`src/rtl/pipe_sram_core_pkg.sv`:
```
package pipe_sram_core_pkg;

  // Kind of command held in the input register stage
  typedef enum logic [1:0] {
    CMD_IDLE  = 2'd0,
    CMD_READ  = 2'd1,
    CMD_WRITE = 2'd2
  } cmdKind_e;

  // Strobes from control to datapath
  typedef struct packed {
    logic capture;  // load the address/data stage this edge
    logic memRd;    // stage holds a read: load the output register
    logic memWr;    // stage holds a write: commit enabled lanes
  } coreStrobes_t;

endpackage

```
`src/rtl/pipe_sram_ctrl.sv`:
```
module pipe_sram_ctrl
  import pipe_sram_core_pkg::*;
#(
  parameter int unsigned LANES = 4
) (
  input  logic             clk,
  input  logic             rstN,
  input  logic             chipSel,
  input  logic             byteWrEn,
  input  logic [LANES-1:0] laneSel,
  input  logic             globalWr,
  input  logic             dualDesel,
  input  logic             outEn,
  input  logic             sleep,
  output coreStrobes_t     strobes,
  output logic [LANES-1:0] laneWe,
  output logic             drive
);

  cmdKind_e         nextKind;
  logic [LANES-1:0] nextLanes;
  cmdKind_e         stageKind;
  logic [LANES-1:0] stageLanes;
  logic             outValid;

  // Decode of the command presented at the inputs
  always_comb begin
    nextKind  = CMD_IDLE;
    nextLanes = '0;
    if (chipSel && !sleep) begin
      if (globalWr) begin
        nextKind  = CMD_WRITE;
        nextLanes = '1;
      end else if (byteWrEn && (|laneSel)) begin
        nextKind  = CMD_WRITE;
        nextLanes = laneSel;
      end else begin
        nextKind  = CMD_READ;
      end
    end
  end

  // Input register stage and output-valid stage
  always_ff @(posedge clk or negedge rstN) begin
    if (!rstN) begin
      stageKind  <= CMD_IDLE;
      stageLanes <= '0;
      outValid   <= 1'b0;
    end else begin
      stageKind  <= nextKind;
      stageLanes <= nextLanes;
      outValid   <= (stageKind == CMD_READ);
    end
  end

  always_comb begin
    strobes.capture = (nextKind != CMD_IDLE);
    strobes.memRd   = (stageKind == CMD_READ);
    strobes.memWr   = (stageKind == CMD_WRITE);
    laneWe          = stageLanes;
  end

  // Single-step mode cuts drive as soon as a deselect sits in the input stage;
  // two-step mode waits for the deselect to reach the output stage.
  logic turnOffEarly;
  assign turnOffEarly = !dualDesel && (stageKind == CMD_IDLE);
  assign drive        = outValid && !turnOffEarly && outEn && !sleep;

endmodule

```
`src/rtl/pipe_sram_datapath.sv`:
```
module pipe_sram_datapath
  import pipe_sram_core_pkg::*;
#(
  parameter int unsigned ADDR_W = 6,
  parameter int unsigned LANES  = 4,
  parameter int unsigned LANE_W = 9
) (
  input  logic                    clk,
  input  logic                    rstN,
  input  logic [ADDR_W-1:0]       addr,
  input  logic [LANES*LANE_W-1:0] wrData,
  input  coreStrobes_t            strobes,
  input  logic [LANES-1:0]        laneWe,
  input  logic                    drive,
  output logic [LANES*LANE_W-1:0] rdData
);

  localparam int unsigned DEPTH  = 1 << ADDR_W;
  localparam int unsigned WORD_W = LANES * LANE_W;

  logic [ADDR_W-1:0] stageAddr;
  logic [WORD_W-1:0] stageData;

  always_ff @(posedge clk or negedge rstN) begin
    if (!rstN) begin
      stageAddr <= '0;
      stageData <= '0;
    end else if (strobes.capture) begin
      stageAddr <= addr;
      stageData <= wrData;
    end
  end

  // One storage array and one output register per byte lane
  for (genvar g = 0; g < LANES; g++) begin : gLane
    logic [LANE_W-1:0] laneMem [DEPTH];
    logic [LANE_W-1:0] laneOut;

    always_ff @(posedge clk) begin
      if (strobes.memWr && laneWe[g])
        laneMem[stageAddr] <= stageData[g*LANE_W +: LANE_W];
    end

    always_ff @(posedge clk or negedge rstN) begin
      if (!rstN)
        laneOut <= '0;
      else if (strobes.memRd)
        laneOut <= laneMem[stageAddr];
    end

    assign rdData[g*LANE_W +: LANE_W] = drive ? laneOut : '0;
  end

endmodule

```
`src/rtl/pipe_sram_core.sv`:
```
module pipe_sram_core
  import pipe_sram_core_pkg::*;
#(
  parameter int unsigned ADDR_W = 6,
  parameter int unsigned LANES  = 4,
  parameter int unsigned LANE_W = 9
) (
  input  logic                    clk,
  input  logic                    rstN,
  input  logic                    chipSel,
  input  logic [ADDR_W-1:0]       addr,
  input  logic                    byteWrEn,
  input  logic [LANES-1:0]        laneSel,
  input  logic                    globalWr,
  input  logic [LANES*LANE_W-1:0] wrData,
  input  logic                    dualDesel,
  input  logic                    outEn,
  input  logic                    sleep,
  output logic [LANES*LANE_W-1:0] rdData,
  output logic                    rdDrive
);

  coreStrobes_t     strobes;
  logic [LANES-1:0] laneWe;

  pipe_sram_ctrl #(.LANES(LANES)) uCtrl (
    .clk      (clk),
    .rstN     (rstN),
    .chipSel  (chipSel),
    .byteWrEn (byteWrEn),
    .laneSel  (laneSel),
    .globalWr (globalWr),
    .dualDesel(dualDesel),
    .outEn    (outEn),
    .sleep    (sleep),
    .strobes  (strobes),
    .laneWe   (laneWe),
    .drive    (rdDrive)
  );

  pipe_sram_datapath #(.ADDR_W(ADDR_W), .LANES(LANES), .LANE_W(LANE_W)) uData (
    .clk    (clk),
    .rstN   (rstN),
    .addr   (addr),
    .wrData (wrData),
    .strobes(strobes),
    .laneWe (laneWe),
    .drive  (rdDrive),
    .rdData (rdData)
  );

endmodule

```
`config.mk`:
```
export PLATFORM = sky130hd
export DESIGN_NAME = pipe_sram_core
export DESIGN_NICKNAME = d
export VERILOG_FILES = /design/src/rtl/pipe_sram_core_pkg.sv /design/src/rtl/pipe_sram_ctrl.sv /design/src/rtl/pipe_sram_datapath.sv /design/src/rtl/pipe_sram_core.sv
export SDC_FILE = /design/constraint.sdc
export NUM_CORES = 2
export LEC_CHECK = 0
export BUFFER_PORTS_ARGS = -buffer_cell sky130_fd_sc_hd__buf_2
export CORE_MARGIN = 8
export CORE_UTILIZATION = 30
export CTS_BUF_LIST = sky130_fd_sc_hd__clkbuf_16
export CTS_CLUSTER_DIAMETER = 150
export DETAILED_ROUTE_END_ITERATION = 6
export HOLD_SLACK_MARGIN = 0.06
export MAX_ROUTING_LAYER = met4
export SETUP_SLACK_MARGIN = 0.4
export SYNTH_ARGS = -nofsm -noshare
export SYNTH_HDL_FRONTEND = slang
export SYNTH_SLANG_ARGS = --single-unit
```
`constraint.sdc`:
```
create_clock -name clk -period 2.5 [get_ports clk]
set_input_delay 0.25 -clock clk [delete_from_list [all_inputs] [get_ports clk]]
set_output_delay 0.25 -clock clk [all_outputs]
set_load 0.1 [all_outputs]
```
Yosys cells after proc, flatten, opt, wreduce, memory -nomap -nowiden
Memories as Yosys holds them, arrays and structs flattened. A register that Yosys moved wholly into a read port is not among the register bits.
Cells that the tools add are included.
{"block": "word_totals", "register_bits": 49, "ram_bits": 2304, "input_bits": 54, "out_inout_bits": 37, "elab_cells": 49, "n_memories": 4}
{"block": "classes", "n_eq_ne": 2, "mux": 18, "n_reduce_logical": 20}
{"name": "uData.gLane[0].laneMem", "words": 64, "width": 9, "rd": 1, "rd_ports_with_merged_regs": 1, "write_ports": 1, "line": "pipe_sram_datapath.sv:36", "rtl": "logic [LANE_W-1:0] laneMem [DEPTH];"}
{"name": "uData.gLane[1].laneMem", "words": 64, "width": 9, "rd": 1, "rd_ports_with_merged_regs": 1, "write_ports": 1, "line": "pipe_sram_datapath.sv:36"}
{"name": "uData.gLane[2].laneMem", "words": 64, "width": 9, "rd": 1, "rd_ports_with_merged_regs": 1, "write_ports": 1, "line": "pipe_sram_datapath.sv:36"}
{"name": "uData.gLane[3].laneMem", "words": 64, "width": 9, "rd": 1, "rd_ports_with_merged_regs": 1, "write_ports": 1, "line": "pipe_sram_datapath.sv:36"}
{"op": "9-bit 2-to-1 mux", "n": 4}
{"op": "4-bit 2-to-1 mux", "n": 3}
{"op": "1-bit logical AND", "n": 10}
{"op": "1-bit 2-to-1 mux", "n": 8}
{"op": "1-bit logical NOT", "n": 7}
{"op": "2-bit 2-to-1 mux", "n": 3}
{"op": "4-bit OR reduction", "n": 1}
{"op": "2-bit by 1-bit == test with 1-bit output, second input constant", "n": 1}
{"op": "2-bit == test, second input constant", "n": 1}
{"op": "2-bit logical NOT", "n": 1}
{"op": "2-bit nonzero test", "n": 1}

Logic depth before layout (Yosys ltp)
{"block": "logic_depth", "word_depth": 7, "mapped_depth": 11, "mapped_depth_nobuf": 6}

Cells and area by module
A second synthesis with hierarchy kept.
{"block": "unflattened", "hier_cells": 5260, "area_unflattened_um2": 93049.2}
{"module": "pipe_sram_datapath", "instances": 1, "cells_each": 5234, "area_per_inst_um2": 92765.2, "seq_area_each_um2": 71138.2}
{"module": "pipe_sram_ctrl", "instances": 1, "cells_each": 26, "area_per_inst_um2": 284.0, "seq_area_each_um2": 175.2}

Worst setup path before layout
No wires, ideal clock.
{"block": "synth_timing", "path_kind": "register to output", "start": "reg uCtrl.stageKind[0]", "end": "out rdData[0]", "t_arrival_ns": 2.750, "required_ns": 2.250, "path_slack_ns": -0.500, "stages_incl_launch_ff": 5, "path_buffers": 1, "path_cell_list": "dfrtp_1 > nor3_1 > nor3_1 > clkbuf_1 > and2_1"}
{"block": "synth_via", "elab_chain_len": 7}
{"item": "start: declaration", "line": "pipe_sram_ctrl.sv:22", "rtl": "cmdKind_e stageKind;"}
{"item": "start signal: assignment", "line": "pipe_sram_ctrl.sv:50", "rtl": "stageKind <= nextKind;"}
{"item": "2-bit logical NOT", "line": "pipe_sram_ctrl.sv:66", "rtl": "assign turnOffEarly = !dualDesel && (stageKind == CMD_IDLE);"}
{"item": "1-bit logical AND", "line": "pipe_sram_ctrl.sv:66"}
{"item": "1-bit logical NOT", "line": "pipe_sram_ctrl.sv:67", "rtl": "assign drive = outValid && !turnOffEarly && outEn && !sleep;"}
{"item": "1-bit logical AND (3 in a row)", "line": "pipe_sram_ctrl.sv:67"}
{"item": "named net rdDrive", "line": "pipe_sram_core.sv:20", "rtl": "output logic rdDrive"}
{"item": "9-bit 2-to-1 mux", "line": "pipe_sram_datapath.sv:51", "rtl": "assign rdData[g*LANE_W +: LANE_W] = drive ? laneOut : '0;"}
{"item": "end: declaration", "line": "pipe_sram_core.sv:19", "rtl": "output logic [LANES*LANE_W-1:0] rdData,"}
The timed path passes the listed nets, and every way through them passes these cells.

==> results by group <==
Synth
  – Combinational family with the most area after synthesis: multiplexers
  – Synth unique cells: 65
  – Synth area leaders: edfxtp_1 (75%), mux4_2 (3.9%), mux2i_1 (2.7%)
  – Adder-cell share of the synthesized area: 0%
  – Syn avg cell area: 17.70 um2
  – Synth Flop Type: edfxtp_1
  – Simple-Gate Fraction of Synth Area: 3.720%
  – Post-synth EDFFs: 2304
  – Compound-Gate Fraction of Synth Area: 8.367%
  – Synth area leader: edfxtp_1
  – Yosys top cell area share: 74.76%
  – Synth Cell Area: 92540 um2
  – Sequential element share of the synthesized area: 77.06%
  – Syn Inst Count: 5228
  – Synth Area in XOR/XNOR: 0%
  – Synth warnings: 0
  – Syn_nets: 5282
  – Post-synth ARST share: 3.558%
  – Multiplexer share of the synthesized area: 8.752%
  – Synth Register Bits: 2389

Placed design
  – Post-DP HPWL: 217600 um
  – Post-DP Area: 110300 um2
  – Buffers on Ports: 90
  – RD Place Congestion: 0.9306

Detailed routing
  – Antenna viol nets, final: 0
  – Final WL: 339400 um
  – DR vias: 60120
  – Routed len/inst: 30.99 um
  – Drt drc: 0
  – Routed vias/inst: 5.489
  – Initial DRT Pass Iterations: 7
  – Initial DRC Count: 9072

Die
  – Die width: 571.4 um
  – Vert. Die Dim: 571.4 um
  – Initial Util: 30.06%
  – Core Area: 307800 um2
  – I/O pin total: 91
  – DIE AREA: 326500 um2
  – Site Rows: 204

Hold path
  – Hold Path Stages: 5
  – HP Class: in2reg
  – Hold Path Sink: uData.stageData[31]$_DFFE_PN0P_
  – Hold Crit Start: chipSel

STA
  – RSZ-0062 raised after global routing: true
  – Final min period: 2.745 ns
  – Worst slew pin tran: 0.8275 ns
  – Rel. slew slack: 44.84%
  – Final Hold Violating Endpoints: 0
  – Final setup vio count: 393
  – Fin crit share: 109.8%
  – Fmax: 364.3 MHz
  – Final Skew: 0.06289 ns
  – Fin worst setup slack: -0.2452 ns
  – Final slew viol count: 0

Worst setup path
  – Worst R2R End: uData.gLane[1].laneOut[1]$_DFFE_PN0P_
  – CP required: 3.26 ns
  – Worst-path cell chain: buf_6 > buf_6 > buf_16 > and3b_2 > a22o_1 > o31ai_2 > buf_4 > nand3_1 > a211o_1 > o32a_1
  – CP Capture Type: flop
  – Critical-path maximum fanout: 8
  – Critical path type: reg2reg
  – Worst reg2reg startpoint: uData.stageAddr[2]$_DFFE_PN0P_
  – Worst reg2reg path depth: 10
  – Critical-path top delay cell: dfrtp_4
  – Critical path startpoint category: flop
  – CP peak stage delay: 0.50 ns
  – Worst Path Arrival: 3.50 ns
  – Reg-to-reg slack, setup: -0.25 ns
  – Most used cell, CP: buf_6

Pwr
  – Share of power burned in registers: 47.1%
  – Power Dens Cells: 772.0 nW/um2
  – Pint: 0.07200 W
  – Leakage Power: 42.07 nW
  – Sw Ratio: 26.41%
  – Clk pwr share: 36.5%
  – NetSw: 0.02584 W
  – Comb pwr share: 16.4%
  – Tot Pwr: 0.09784 W
  – Peak supply drop: 777.8 uV

Final layout
  – Combined area of the multi-input logic cells: 23220 um2
  – Layout cells sized above 1: 40.73%
  – Register area: 71370 um2
  – Design Area, Final: 126700 um2
  – Area delta synth->final: 36.95%
  – Layout Nets: 6677
  – Final-layout fill cell count: 27130

GRT
  – Vias in the first global route: 57690
  – Grt total ovfl: 0
  – Antenna violations before repair: 7
  – Largest net degree at the start of global routing: 66
  – Total Routing Usage GR: 20.16%
  – First-pass GRT wire length: 455900 um

Clocking
  – Worst skew pair latency: 0.90 ns
  – Root Driver: clkbuf_16
  – Num Clock Sinks: 2389
  – CTS tree: done
  – CTS buffer count: 234
  – Max clock buf depth: 3
  – H-tree depth: 4
  – Worst-path clk slew: 0.06 ns

Run status
  – Failing checks: negative setup slack
  – Status: complete, but fails checks

Run
  – MaxCap Viol Count: 0
cells by family after synthesis:
| kind of cell | Yosys count |
|---|---|
| mux | 585 |
| compound gates | 1045 |
| simple gates | 826 |
| buf+inv | 383 |
| flops | 2389 |
power by group through the flow:
stage / Clock, W / Sequential [W] / Combinational (W)
after global placement: 0 / 0.0469 / 0.0126
after detailed placement: 0 / 0.0469 / 0.0127
after CTS: 0.0360 / 0.0461 / 0.0143
after global routing: 0.0374 / 0.0461 / 0.0164
final: 0.0357 / 0.0461 / 0.0161
after floorplan: 0 / 0.0468 / 0.00544
cell usage in the layout, fill, tap and decap left out, types with 22 or more instances in the layout:
| master | instances |
|---|---|
| a22oi_1 | 137 |
| buf_6 | 106 |
| dlygate4sd3_1 | 121 |
| a221o_1 | 30 |
| buf_2 | 54 |
| o21ai_1 | 46 |
| clkinv_1 | 60 |
| nand3_1 | 22 |
| a22oi_2 | 33 |
| nand2_2 | 27 |
| inv_1 | 35 |
| mux2_2 | 165 |
| buf_4 | 713 |
| a221oi_2 | 85 |
| o22ai_2 | 24 |
| a221oi_1 | 169 |
| clkbuf_16 | 265 |
| clkinv_2 | 45 |
| a31oi_1 | 35 |
| nor2_4 | 156 |
| dfrtp_1 | 46 |
| nor2_1 | 117 |
| a21oi_1 | 80 |
| buf_12 | 438 |
| nor2_2 | 96 |
| buf_8 | 35 |
| dfrtp_2 | 36 |
| o22ai_1 | 115 |
| buf_16 | 35 |
| and2_4 | 39 |
| nand2_1 | 261 |
| edfxtp_1 | 2304 |
| mux4_2 | 162 |
| mux2i_1 | 236 |
| a22o_1 | 33 |
| o21ai_0 | 59 |
| bufinv_16 | 27 |
critical path: cells and delay by family (launching register included):
kind / cells / cell delay, ns
compound gates: 4 / 1.11
buf+inv: 4 / 0.62
flops: 1 / 0.50
simple gates: 2 / 0.36
final cells by class:
class                      instances  share of cell area, %
sequential                      2389                  56.32
tap                             4120                  4.068
clock buffer                     237                  4.680
inverter                           5                0.03159
clock inverter                   204                  1.467
antenna                            4               0.007898
multi-input combinational       2458                  18.32
timing repair buffer            1535                  15.11
stage by stage:
step / setup WS [ns] / util, % / setup TNS [ns] / hold slack (ns) / instances
4_1_cts: -0.2518 / 39.89 / -17.99 / 0.07755 / 10780
6_report: -0.2452 / 41.17 / -31.68 / 0.1464 / 10950
3_3_place_gp: -0.4547 / 35.83 / -117.46 / 0.3166 / 10070
3_5_place_dp: -0.4795 / 35.83 / -135.59 / 0.3151 / 10070
5_1_grt: -0.2881 / 41.17 / -39.00 / 0.1313 / 10950
2_1_floorplan: 0.1933 / - / 0 / -0.04559 / 5228
how the worst max path moves through the flow:
stage / startpoint / to / slack [ns] / depth (start not counted)
floorplan: uData.stageAddr[3]$_DFFE_PN0P_ / uData.gLane[2].laneMem[44][0]$_DFFE_PP_ / 0.19 / 6
global placement: uData.stageAddr[1]$_DFFE_PN0P_ / uData.gLane[0].laneMem[58][1]$_DFFE_PP_ / -0.45 / 7
detailed placement: uData.stageAddr[1]$_DFFE_PN0P_ / uData.gLane[3].laneOut[3]$_DFFE_PN0P_ / -0.48 / 7
CTS: uCtrl.outValid$_DFF_PN0_ / rdData[3] / -0.25 / 7
global route: uCtrl.stageKind[1]$_DFF_PN0_ / rdData[3] / -0.29 / 7
finish: uData.stageAddr[2]$_DFFE_PN0P_ / uData.gLane[1].laneOut[1]$_DFFE_PN0P_ / -0.25 / 10
layer usage:
metal / up-vias / wire length [um] / GRT usage (%)
li1: 24150 / - / -
met1: 31230 / 129700 / 26.44
met2: 4019 / 155000 / 30.80
met3: 727 / 37490 / 4.133
met4: 0 / 17180 / 8.001
met5: - / 0 / -
flip-flops by register name, summed over array words and instances, names as in the netlist:
register             flops
uData.gLane.laneMem   2304
uData.gLane.laneOut     36
uData.stageData         36
uData.stageAddr          6
uCtrl.laneWe             4
uCtrl.stageKind          2
uCtrl.outValid           1
cell usage after synthesis, types with 16 or more instances:
master / number
a22oi_1: 170
edfxtp_1: 2304
and2_1: 42
o22ai_1: 140
buf_1: 29
o21ai_0: 113
nand3_1: 25
nor3_1: 19
dfrtp_1: 85
a22o_1: 33
o221ai_1: 16
buf_6: 17
buf_2: 128
o32a_1: 21
a221o_1: 30
mux2i_1: 250
a21oi_1: 100
nand2_1: 309
clkbuf_1: 146
a221oi_1: 269
mux2_2: 173
buf_4: 58
a31oi_1: 41
nor2_1: 368
mux4_2: 162
timing repair:
action / in CTS / in global routing
gates cloned: 30 / 27
endpoints found under the setup margin: 2359 / 2379
setup buffers: 116 / 141
hold buffers: 122 / 0
pin swaps: 82 / 173
resized for setup: 380 / 432
hold endpoints to repair: 133 / 0
Note: power is estimated with default switching activity, not from simulation.
